### src/rtl/cerr_pkg.sv
package cerr_pkg;
  localparam int unsigned BIT_TP0  = 0;
  localparam int unsigned BIT_TP1  = 1;
  localparam int unsigned BIT_ST   = 2;
  localparam int unsigned BIT_LD   = 3;
  localparam int unsigned BIT_SEO  = 4;
  localparam int unsigned NUM_BITS = 5;
  localparam int unsigned NUM_PIPES = 2;

  typedef logic [NUM_BITS-1:0] cerr_vec_t;
endpackage

### src/rtl/cerr_window.sv
module cerr_window #(
  parameter int unsigned WINDOW = 6,
  localparam int unsigned CNT_W = $clog2(WINDOW + 1)
) (
  input  logic clk_i,
  input  logic rst_ni,
  input  logic st_i,
  output logic second_o
);
  localparam logic [CNT_W-1:0] RELOAD = CNT_W'(WINDOW);

  logic [CNT_W-1:0] cnt_q;

  always_ff @(posedge clk_i or negedge rst_ni) begin
    if (!rst_ni)              cnt_q <= '0;
    else if (st_i)            cnt_q <= RELOAD;
    else if (cnt_q != '0)     cnt_q <= cnt_q - 1'b1;
  end

  // nonzero count means the previous store error is at most WINDOW cycles old
  assign second_o = st_i && (cnt_q != '0);
endmodule

### src/rtl/cerr_w1c_bit.sv
module cerr_w1c_bit (
  input  logic clk_i,
  input  logic rst_ni,
  input  logic set_i,
  input  logic clr_i,
  output logic q_o
);
  always_ff @(posedge clk_i or negedge rst_ni) begin
    if (!rst_ni) q_o <= 1'b0;
    else         q_o <= (q_o & ~clr_i) | set_i;  // set wins
  end
endmodule

### src/rtl/cerr_mchk.sv
module cerr_mchk #(
  parameter int unsigned NUM_PIPES = 2
) (
  input  logic                 clk_i,
  input  logic                 rst_ni,
  input  logic [NUM_PIPES-1:0] tperr_i,
  output logic                 mchk_o
);
  always_ff @(posedge clk_i or negedge rst_ni) begin
    if (!rst_ni) mchk_o <= 1'b0;
    else         mchk_o <= |tperr_i;
  end
endmodule

### src/rtl/cache_err_status.sv
module cache_err_status
  import cerr_pkg::*;
#(
  parameter int unsigned DATA_W = 64,
  parameter int unsigned WINDOW = 6,
  localparam int unsigned STRB_W = DATA_W / 8
) (
  input  logic                 clk_i,
  input  logic                 rst_ni,
  input  logic                 st_ecc_i,
  input  logic                 ld_ecc_i,
  input  logic                 fill_ecc_i,
  input  logic [NUM_PIPES-1:0] tperr_i,
  input  logic                 wr_en_i,
  input  logic [DATA_W-1:0]    wr_data_i,
  input  logic [STRB_W-1:0]    wr_strb_i,
  output logic [DATA_W-1:0]    rd_data_o,
  output logic                 mchk_o
);
  cerr_vec_t set_v, clr_v, stat_q;
  logic      second;

  cerr_window #(.WINDOW(WINDOW)) u_window (
    .clk_i    (clk_i),
    .rst_ni   (rst_ni),
    .st_i     (st_ecc_i),
    .second_o (second)
  );

  always_comb begin
    set_v          = '0;
    set_v[BIT_TP0] = tperr_i[0];
    set_v[BIT_TP1] = tperr_i[1];
    set_v[BIT_ST]  = st_ecc_i;
    set_v[BIT_LD]  = ld_ecc_i | fill_ecc_i;
    set_v[BIT_SEO] = second;
  end

  for (genvar i = 0; i < NUM_BITS; i++) begin : g_bit
    assign clr_v[i] = wr_en_i & wr_strb_i[i/8] & wr_data_i[i];
    cerr_w1c_bit u_bit (
      .clk_i  (clk_i),
      .rst_ni (rst_ni),
      .set_i  (set_v[i]),
      .clr_i  (clr_v[i]),
      .q_o    (stat_q[i])
    );
  end

  cerr_mchk #(.NUM_PIPES(NUM_PIPES)) u_mchk (
    .clk_i   (clk_i),
    .rst_ni  (rst_ni),
    .tperr_i (tperr_i),
    .mchk_o  (mchk_o)
  );

  assign rd_data_o = {{(DATA_W-NUM_BITS){1'b0}}, stat_q};

  // reserved write bits intentionally dropped
  logic unused_wr;
  assign unused_wr = ^{wr_data_i[DATA_W-1:NUM_BITS], wr_strb_i};
endmodule

### config.mk
export PLATFORM = sky130hd
export DESIGN_NAME = cache_err_status
export DESIGN_NICKNAME = d
export VERILOG_FILES = /design/src/rtl/cerr_pkg.sv /design/src/rtl/cerr_window.sv /design/src/rtl/cerr_w1c_bit.sv /design/src/rtl/cerr_mchk.sv /design/src/rtl/cache_err_status.sv
export SDC_FILE = /design/constraint.sdc
export NUM_CORES = 1
export LEC_CHECK = 0
export BUFFER_PORTS_ARGS = -buffer_cell sky130_fd_sc_hd__buf_4
export CORE_AREA = 3 3 58 60
export CTS_CLUSTER_DIAMETER = 120
export DETAILED_ROUTE_END_ITERATION = 12
export DIE_AREA = 0 0 61 63
export GPL_TIMING_DRIVEN = 0
export PLACE_DENSITY = 0.85
export SLEW_MARGIN = 15
export SYNTH_ARGS = -nofsm -noshare
export SYNTH_HDL_FRONTEND = slang
export SYNTH_SLANG_ARGS = --single-unit
### constraint.sdc
create_clock -name clk_i -period 3.3 [get_ports clk_i]
set_input_delay 0.495 -clock clk_i [delete_from_list [all_inputs] [get_ports clk_i]]
set_output_delay 0.495 -clock clk_i [all_outputs]
set_load 0.02 [all_outputs]
==> After elaboration in Yosys (flattened, before gate mapping) <==
Index checks and enable logic that the tools add are counted.
{ "totals": {"register_bits": 9, "input_bits": 80, "out_inout_bits": 65, "elab_cells": 36} }
{ "op_classes": {"addsub": 1, "n_mux": 2, "bitwise": 22, "n_reduce_logical": 4} }
{ "ops": {"columns": ["cell", "n"], "rows": [
  ["AND 1 bit", 11],
  ["2-to-1 mux 3 bit", 2],
  ["OR 1 bit", 6],
  ["inverter 1 bit", 5],
  ["nonzero test 3 bit", 1],
  ["subtractor 3 x 1 -> 3 bit (second input constant)", 1],
  ["nonzero test 2 bit", 1],
  ["OR reduction 2 bit", 1],
  ["logical AND 1 bit", 1]
]} }

==> Longest topological paths before layout <==
Gate-level depths: netlist of run 1.
{ "logic_depth": {"depth_word": 5, "ltp_mapped": 5, "ltp_nobuf": 5} }

==> Modules after synthesis <==
Synthesis of run 1 repeated with hierarchy kept, for this count alone.
{ "hier_totals": {"hier_cells": 101, "hier_area_um2": 888.4} }
{ "by_module_without_submodules": {"columns": ["module", "instances", "cells_per_inst", "area_each_um2", "seq_area_each_um2"], "rows": [
  ["cache_err_status", 1, 66, 484.2, 0.0],
  ["cerr_window", 1, 18, 191.4, 75.1],
  ["cerr_w1c_bit", 5, 3, 36.3, 25.0],
  ["cerr_mchk", 1, 2, 31.3, 25.0]
]} }

==> Worst setup path before layout of run 1 <==
No wires, ideal clock.
{ "synth_timing": {"path_type": "register to register", "startpoint": "register u_window.cnt_q[0]", "endpoint": "register u_window.cnt_q[1]", "setup_ns": 0.124, "t_arrival_ns": 1.005, "required_time_ns": 3.176, "path_slack_ns": 2.171, "path_stages_with_launch": 6, "n_path_buf": 0, "synth_period_minus_slack_ns": 1.129, "path_cell_list": "dfrtp_1 inv_1 ha_1 nand2b_4 mux2i_1 or2_1"} }
{ "synth_between": {"elab_chain_cells": 3, "elab_cells_between_ends": 5, "cone_classes": "add/sub: 1; mux: 2; reduce/logical: 2"} }
{ "synth_rtl": {"columns": ["element", "line", "source"], "rows": [
  ["start: declaration", "cerr_window.sv:12", "logic [CNT_W-1:0] cnt_q;"],
  ["start signal: assignment", "cerr_window.sv:17", "else if (cnt_q != '0) cnt_q <= cnt_q - 1'b1;"],
  ["subtractor 3 x 1 -> 3 bit", "cerr_window.sv:17", null],
  ["2-to-1 mux 3 bit", "cerr_window.sv:17", null],
  ["2-to-1 mux 3 bit", "cerr_window.sv:16", "else if (st_i) cnt_q <= RELOAD;"]
]} }
Parallel ways exist; a longest one is shown, timed or not. The select of a mux whose other input is x is not followed.
A chain may end at the register's enable or synchronous reset.

==> Worst setup path in the final report of run 1 <==
{ "layout_timing": {"startpoint": "register g_bit[1].u_bit.q_o", "endpoint": "output rd_data_o[1]"} }
{ "layout_rtl": {"columns": ["element", "line", "source"], "rows": [
  ["start: declaration", "cerr_w1c_bit.sv:6", "output logic q_o"],
  ["start signal: assignment", "cerr_w1c_bit.sv:10", "else q_o <= (q_o & ~clr_i) | set_i;"],
  ["end: declaration", "cache_err_status.sv:17", "output logic [DATA_W-1:0] rd_data_o,"]
]} }
No word-level cell between the ends.

==> flow_summary.toml, run 1 <==
[worst_setup_path]
reg2regPathDepth = 5
path_class = "reg -> out"
end_kind = "output port"
cp-start-kind = "register"
reg2reg_to = "u_window.cnt_q[1]"
crit_path_max_fanout = 2
cp.arrival_ns = 0.93
reg2reg_slack_ns = 2.09
required_ns = 2.80
r2r_start = "u_window.cnt_q[0]"

[power]
power_density_nw_per_um2 = 294
power.total_mw = 0.383
peakVddDrop_mv = 0.166
power.leakage_nw = 0.808

[synthesis]
synth_area_per_cell_um2 = 9.00
ys_ff_latch = 9
yosysSeqAreaShare_pct = 25.8
ys_types = 17
synth_cells = 97
netlist_area_um2 = 873
ys_warn_count = 0

[global_routing]
antenna_found_initial = 0
grt_usage_pct = 7.48
grt_pass1_vias = 503
grt_start_max_net_pins = 10
grt_pass1_wl_um = 2190
grt.overflow.total = 0

[cells_and_area]
layout_commonest_cell = "buf_4"
final_cell_mix = "83 x buf_4, 59 x conb_1, 9 x dfrtp_1"
stdcell_count = 211
stdcell_area_um2 = 1300
layout.nets = 261
fillers = 304
drive_gt1_share_pct = 50.0
syn_to_final_growth_pct = 49.0
antenna_cells = 0

[drt]
drc = 0
drt-initial-drc-count = 2
drt_wl_total_um = 1500
viasPerCell = 3.09
num_vias = 651
drt_pre_antenna_iters = 4
final_antenna_net_count = 0
wl_per_cell_um = 7.11

[clock_network]
clock_latency_ns = 0.26
cts_root_buffer = "clkbuf_4"
clk_pin_slew_ns = 0.07
cts_tree = "done"
cts_hold_buffers = 0
cts-resized-gates = 0
cts_sinks = 9
cts.path.max_buffers = 2
numCtsBuffers = 3
h-tree-depth = 1
post_cts_buffers = 0

[placement]
numPortBuffers = 19
place_ws_ns = 2.10
placed_cells_incl_taps = 207
dp_hpwl_um = 1410
place_congestion = 0.685
place_area_um2 = 1270

[timing]
worst_clock_skew_ns = 0.00802
min_period_over_period_pct = 43.1
rsz0062_at_grt = "false"
setup_tns_ns = 0
slew_viol_final = 0
finalSetupViolCount = 0
fmaxAchievable_mhz = 703
hold_viol = 0
min_period_ns = 1.42
setup_ws_ns = 1.88

[floorplanning]
die_h_um = 63
initial_core_util_pct = 29.3
dieArea_um2 = 3840
rows = 20
core_um2 = 2980
ioPinCount = 145
die_w_um = 61

[status]
status = "finished clean"

[hold_path]
hold_path.class = "in -> async"

[run]
cap_violations = 0
## routing by layer
metal | up-vias | share of wire [%] | GRT usage [%]
met2 | 46 | 49 | 11.2
met1 | 260 | 37 | 9.03
li1 | 343 | - | -
met4 | 0 | 1.1 | 4.07
met5 | - | 0 | 0
met3 | 2 | 12 | 2.69
## sequential cells by signal (all words and copies together), names as in the netlist
| name | flops |
|---|---|
| g_bit.u_bit.q_o | 5 |
| u_mchk.mchk_o | 1 |
| u_window.cnt_q | 3 |
## report_power, final
part,total [mW],leakage [nW],internal [mW],switching (mW)
registers,0.125,0.0898,0.120,0.00499
clock network,0.0851,0.0150,0.0466,0.0385
logic,0.173,0.703,0.0786,0.0947
total,0.383,0.808,0.245,0.138
## stage by stage
step	hold slack, ns	utilization, %
finish	0.0438	43.7
global route	0.0474	43.7
CTS	0.0465	43.7
detailed placement	0.328	42.8
global placement	0.324	42.8
floorplan	0.199	-
## final cells by class
type                            instances  area, um2  share of cell area (%)
Tap cell                               33       41.3                    3.17
Sequential cell                         9        225                    17.3
Clock buffer                            4       26.3                    2.02
Buffer                                 64        480                    36.9
Multi-Input combinational cell         79        374                    28.7
Inverter                                3       11.3                   0.865
Timing Repair Buffer                   19        143                    11.0
## kinds of logic (layout without fill, tap and decap cells)
| group | after synthesis | in the layout | synth area share (%) |
|---|---|---|---|
| adders and majority gates | 2 | 2 | 2.86 |
| muxes | 1 | 1 | 1.15 |
| AOI/OAI and AO/OA | 7 | 7 | 6.16 |
| other | 1 | 59 | 0.429 |
| xor gates and xnor gates | 1 | 1 | 1.00 |
| and+or+nand+nor | 9 | 9 | 6.30 |
| buffers and inverters | 67 | 90 | 56.3 |
| DFF | 9 | 9 | 25.8 |
## worst max path at each step
| stage | start | cells after the start | end |
|---|---|---|---|
| after detailed placement | u_window.cnt_q[0] | 5 | u_window.cnt_q[1] |
| final | g_bit[1].u_bit.q_o | 2 | rd_data_o[1] |
| after global routing | g_bit[1].u_bit.q_o | 2 | rd_data_o[1] |
| after floorplan | u_window.cnt_q[0] | 5 | u_window.cnt_q[1] |
| after CTS | g_bit[1].u_bit.q_o | 2 | rd_data_o[1] |
| after global placement | u_window.cnt_q[0] | 5 | u_window.cnt_q[1] |
## Yosys cell counts (all sizes together)
master	count	share of area, %
nand2b	1	1.6
xnor2	1	1.0
ha	2	2.9
nor2	1	0.43
mux2i	1	1.1
a22o	1	1.1
dfrtp	9	26
nand3	5	2.9
inv	3	1.3
buf	64	55
a21oi	1	0.57
a211o	1	1.0
or2	2	1.4
o31ai	1	0.86
a21o	3	2.6
conb	1	0.43
## critical path, cell delays in order, from the launching register on
cell	delay, ns
dfrtp_1	0.39
buf_4	0.13
buf_4	0.15
Power figures use the tool's default switching activity.
==> run 2, diff against run 1 <==
--- a/config.mk
+++ b/config.mk
@@ -6,12 +6,12 @@
 export NUM_CORES = 1
 export LEC_CHECK = 0
 export BUFFER_PORTS_ARGS = -buffer_cell sky130_fd_sc_hd__buf_4
-export CORE_AREA = 3 3 58 60
+export CORE_AREA = 3 3 60 62
 export CTS_CLUSTER_DIAMETER = 120
 export DETAILED_ROUTE_END_ITERATION = 12
-export DIE_AREA = 0 0 61 63
+export DIE_AREA = 0 0 63 65
 export GPL_TIMING_DRIVEN = 0
-export PLACE_DENSITY = 0.85
+export PLACE_DENSITY = 0.8
 export SLEW_MARGIN = 15
 export SYNTH_ARGS = -nofsm -noshare
 export SYNTH_HDL_FRONTEND = slang
==> constraint.sdc (replaced) <==
create_clock -name clk_i -period 1.4 [get_ports clk_i]
set_input_delay 0.21 -clock clk_i [delete_from_list [all_inputs] [get_ports clk_i]]
set_output_delay 0.21 -clock clk_i [all_outputs]
set_load 0.02 [all_outputs]
==> run 2 against run 1 <==
  * Die area grew 6.6%
  * Clock-buffer cell count is the same
  * Non-clock buffer count grew 1
  * First-iteration DRC count grew to 6.5 times the previous value
  * Routed wire length grew 4.1%
  * Final area grew 1.8%
  * Register-to-register slack lost 1.9 ns
  * Clock power grew 140%
  * Power grew 140%
  * Highest routed layer unchanged
  * Worst hold slack gained 0.090 ns
  * Setup slack lost 1.7 ns
  * Sequential share of layout area shrank 0.31 points
  * Largest power group unchanged
==> flow_summary.toml, run 2 (synthesis results as in run 1) <==
[timing]
fmaxAchievable_mhz = 834
min_period_over_period_pct = 85.6
min_period_ns = 1.20
worst_clock_skew_ns = 0.00665
finalSetupViolCount = 0
hold_viol = 0
slew_viol_final = 0
rsz0062_at_grt = "false"
setup_tns_ns = 0
setup_ws_ns = 0.201

[worst_setup_path]
end_kind = "register"
reg2reg_slack_ns = 0.20
cp-start-kind = "register"
path_class = "reg -> reg"
required_ns = 1.55
cp.arrival_ns = 1.35
crit_path_max_fanout = 3

[clock_network]
clock_latency_ns = 0.26
cts_root_buffer = "clkbuf_4"
cts_tree = "done"
numCtsBuffers = 3
cts_sinks = 9
cts.path.max_buffers = 2
h-tree-depth = 1
clk_pin_slew_ns = 0.06

[drt]
num_vias = 665
viasPerCell = 2.98
drt_wl_total_um = 1560
drt_pre_antenna_iters = 4
wl_per_cell_um = 7.00
drc = 0
drt-initial-drc-count = 13
final_antenna_net_count = 0

[power]
p_switching_mw = 0.327
power.leakage_nw = 0.812
power_density_nw_per_um2 = 684
p_int_mw = 0.579
clockPowerShare_pct = 22.0
p_sw_share_pct = 36.1
power.total_mw = 0.906
peakVddDrop_mv = 0.192
power.share.sequential_pct = 32.4
pwr-share-comb_pct = 45.5

[floorplanning]
die_w_um = 63
ioPinCount = 145
die_h_um = 65
rows = 20
core_um2 = 3080
initial_core_util_pct = 28.4
dieArea_um2 = 4100

[global_routing]
grt_pass1_wl_um = 2310
grt.overflow.total = 0
global_route.usage.met3_pct = 1.56
antenna_found_initial = 0
grtUsageMet1_pct = 6.53
grt_start_max_net_pins = 10
grt_pass1_vias = 590
busiest_layer = "met2"
grt_usage_pct = 7.02
met2_usage_pct = 13.4

[cells_and_area]
largest_reg_flops = 5
utilization_pct = 43.0
layout_commonest_cell = "buf_4"
final_cell_mix = "83 x buf_4, 59 x conb_1, 9 x dfrtp_1"
top_regs = "g_bit.u_bit.q_o (5), u_window.cnt_q (3), u_mchk.mchk_o (1)"
antenna_cells = 0
stdcell_area_um2 = 1330
regArea_um2 = 225
drive_gt1_share_pct = 49.7
syn_to_final_growth_pct = 51.7
largest-register = "g_bit.u_bit.q_o"
multi_input_area_um2 = 374
fillers = 303
layout.nets = 262

[placement]
numPortBuffers = 19
place_ws_ns = 0.195
place_congestion = 0.639
place_area_um2 = 1290

[hold_path]
hold_path.class = "in -> reg"

[run]
cap_violations = 0

[status]
status = "finished clean"
[run 2: critical path: stages, from the launching register on]
cell and delay [ns]:
dfrtp_1 0.38, inv_1 0.09, ha_1 0.22, nand2b_4 0.08, mux2i_1 0.11, or2_1 0.20
[run 2: cell type report]
type | count | area share [%]
multi-input cells | 79 | 28.2
well taps | 44 | 4.15
inverters | 3 | 0.850
repair buffers | 20 | 11.5
clock buffers | 4 | 1.98
plain buffers | 64 | 36.3
flip-flops and latches | 9 | 17.0
[run 2: what timing repair did]
action	in CTS	in global routing
endpoints found under the hold margin	9	0
setup buffers	0	0
hold buffers	1	0
resized for setup	0	0
[run 2: routing by layer]
metal  part of all wire, %  up-vias
met5                     0        -
met4                   1.5        0
met3                    12        4
met2                    54       47
met1                    32      270
li1                      -      344
[run 2: power groups by stage]
stage / sequential (mW) / combinational, mW / clock, mW
finish: 0.294 / 0.413 / 0.200
global route: 0.296 / 0.445 / 0.222
CTS: 0.294 / 0.408 / 0.205
detailed placement: 0.299 / 0.404 / 0
global placement: 0.297 / 0.398 / 0
floorplan: 0.297 / 0.340 / 0
[run 2: final timing paths]
kind,startpoint,endpoint,depth (start not counted)
min in group asynchronous,rst_ni,g_bit[2].u_bit.q_o,2
min,tperr_i[1],g_bit[1].u_bit.q_o,2
max reg2reg,u_window.cnt_q[0],u_window.cnt_q[1],5
min reg2reg,g_bit[1].u_bit.q_o,g_bit[1].u_bit.q_o,1
max in group asynchronous,rst_ni,u_mchk.mchk_o,2
max,u_window.cnt_q[0],u_window.cnt_q[1],5
[run 2: metrics by stage]
step | cells | hold WS (ns)
5_1_grt | 223 | 0.136
6_report | 223 | 0.134
2_1_floorplan | 155 | -0.0856
3_3_place_gp | 218 | 0.0388
4_1_cts | 223 | 0.134
3_5_place_dp | 218 | 0.0402
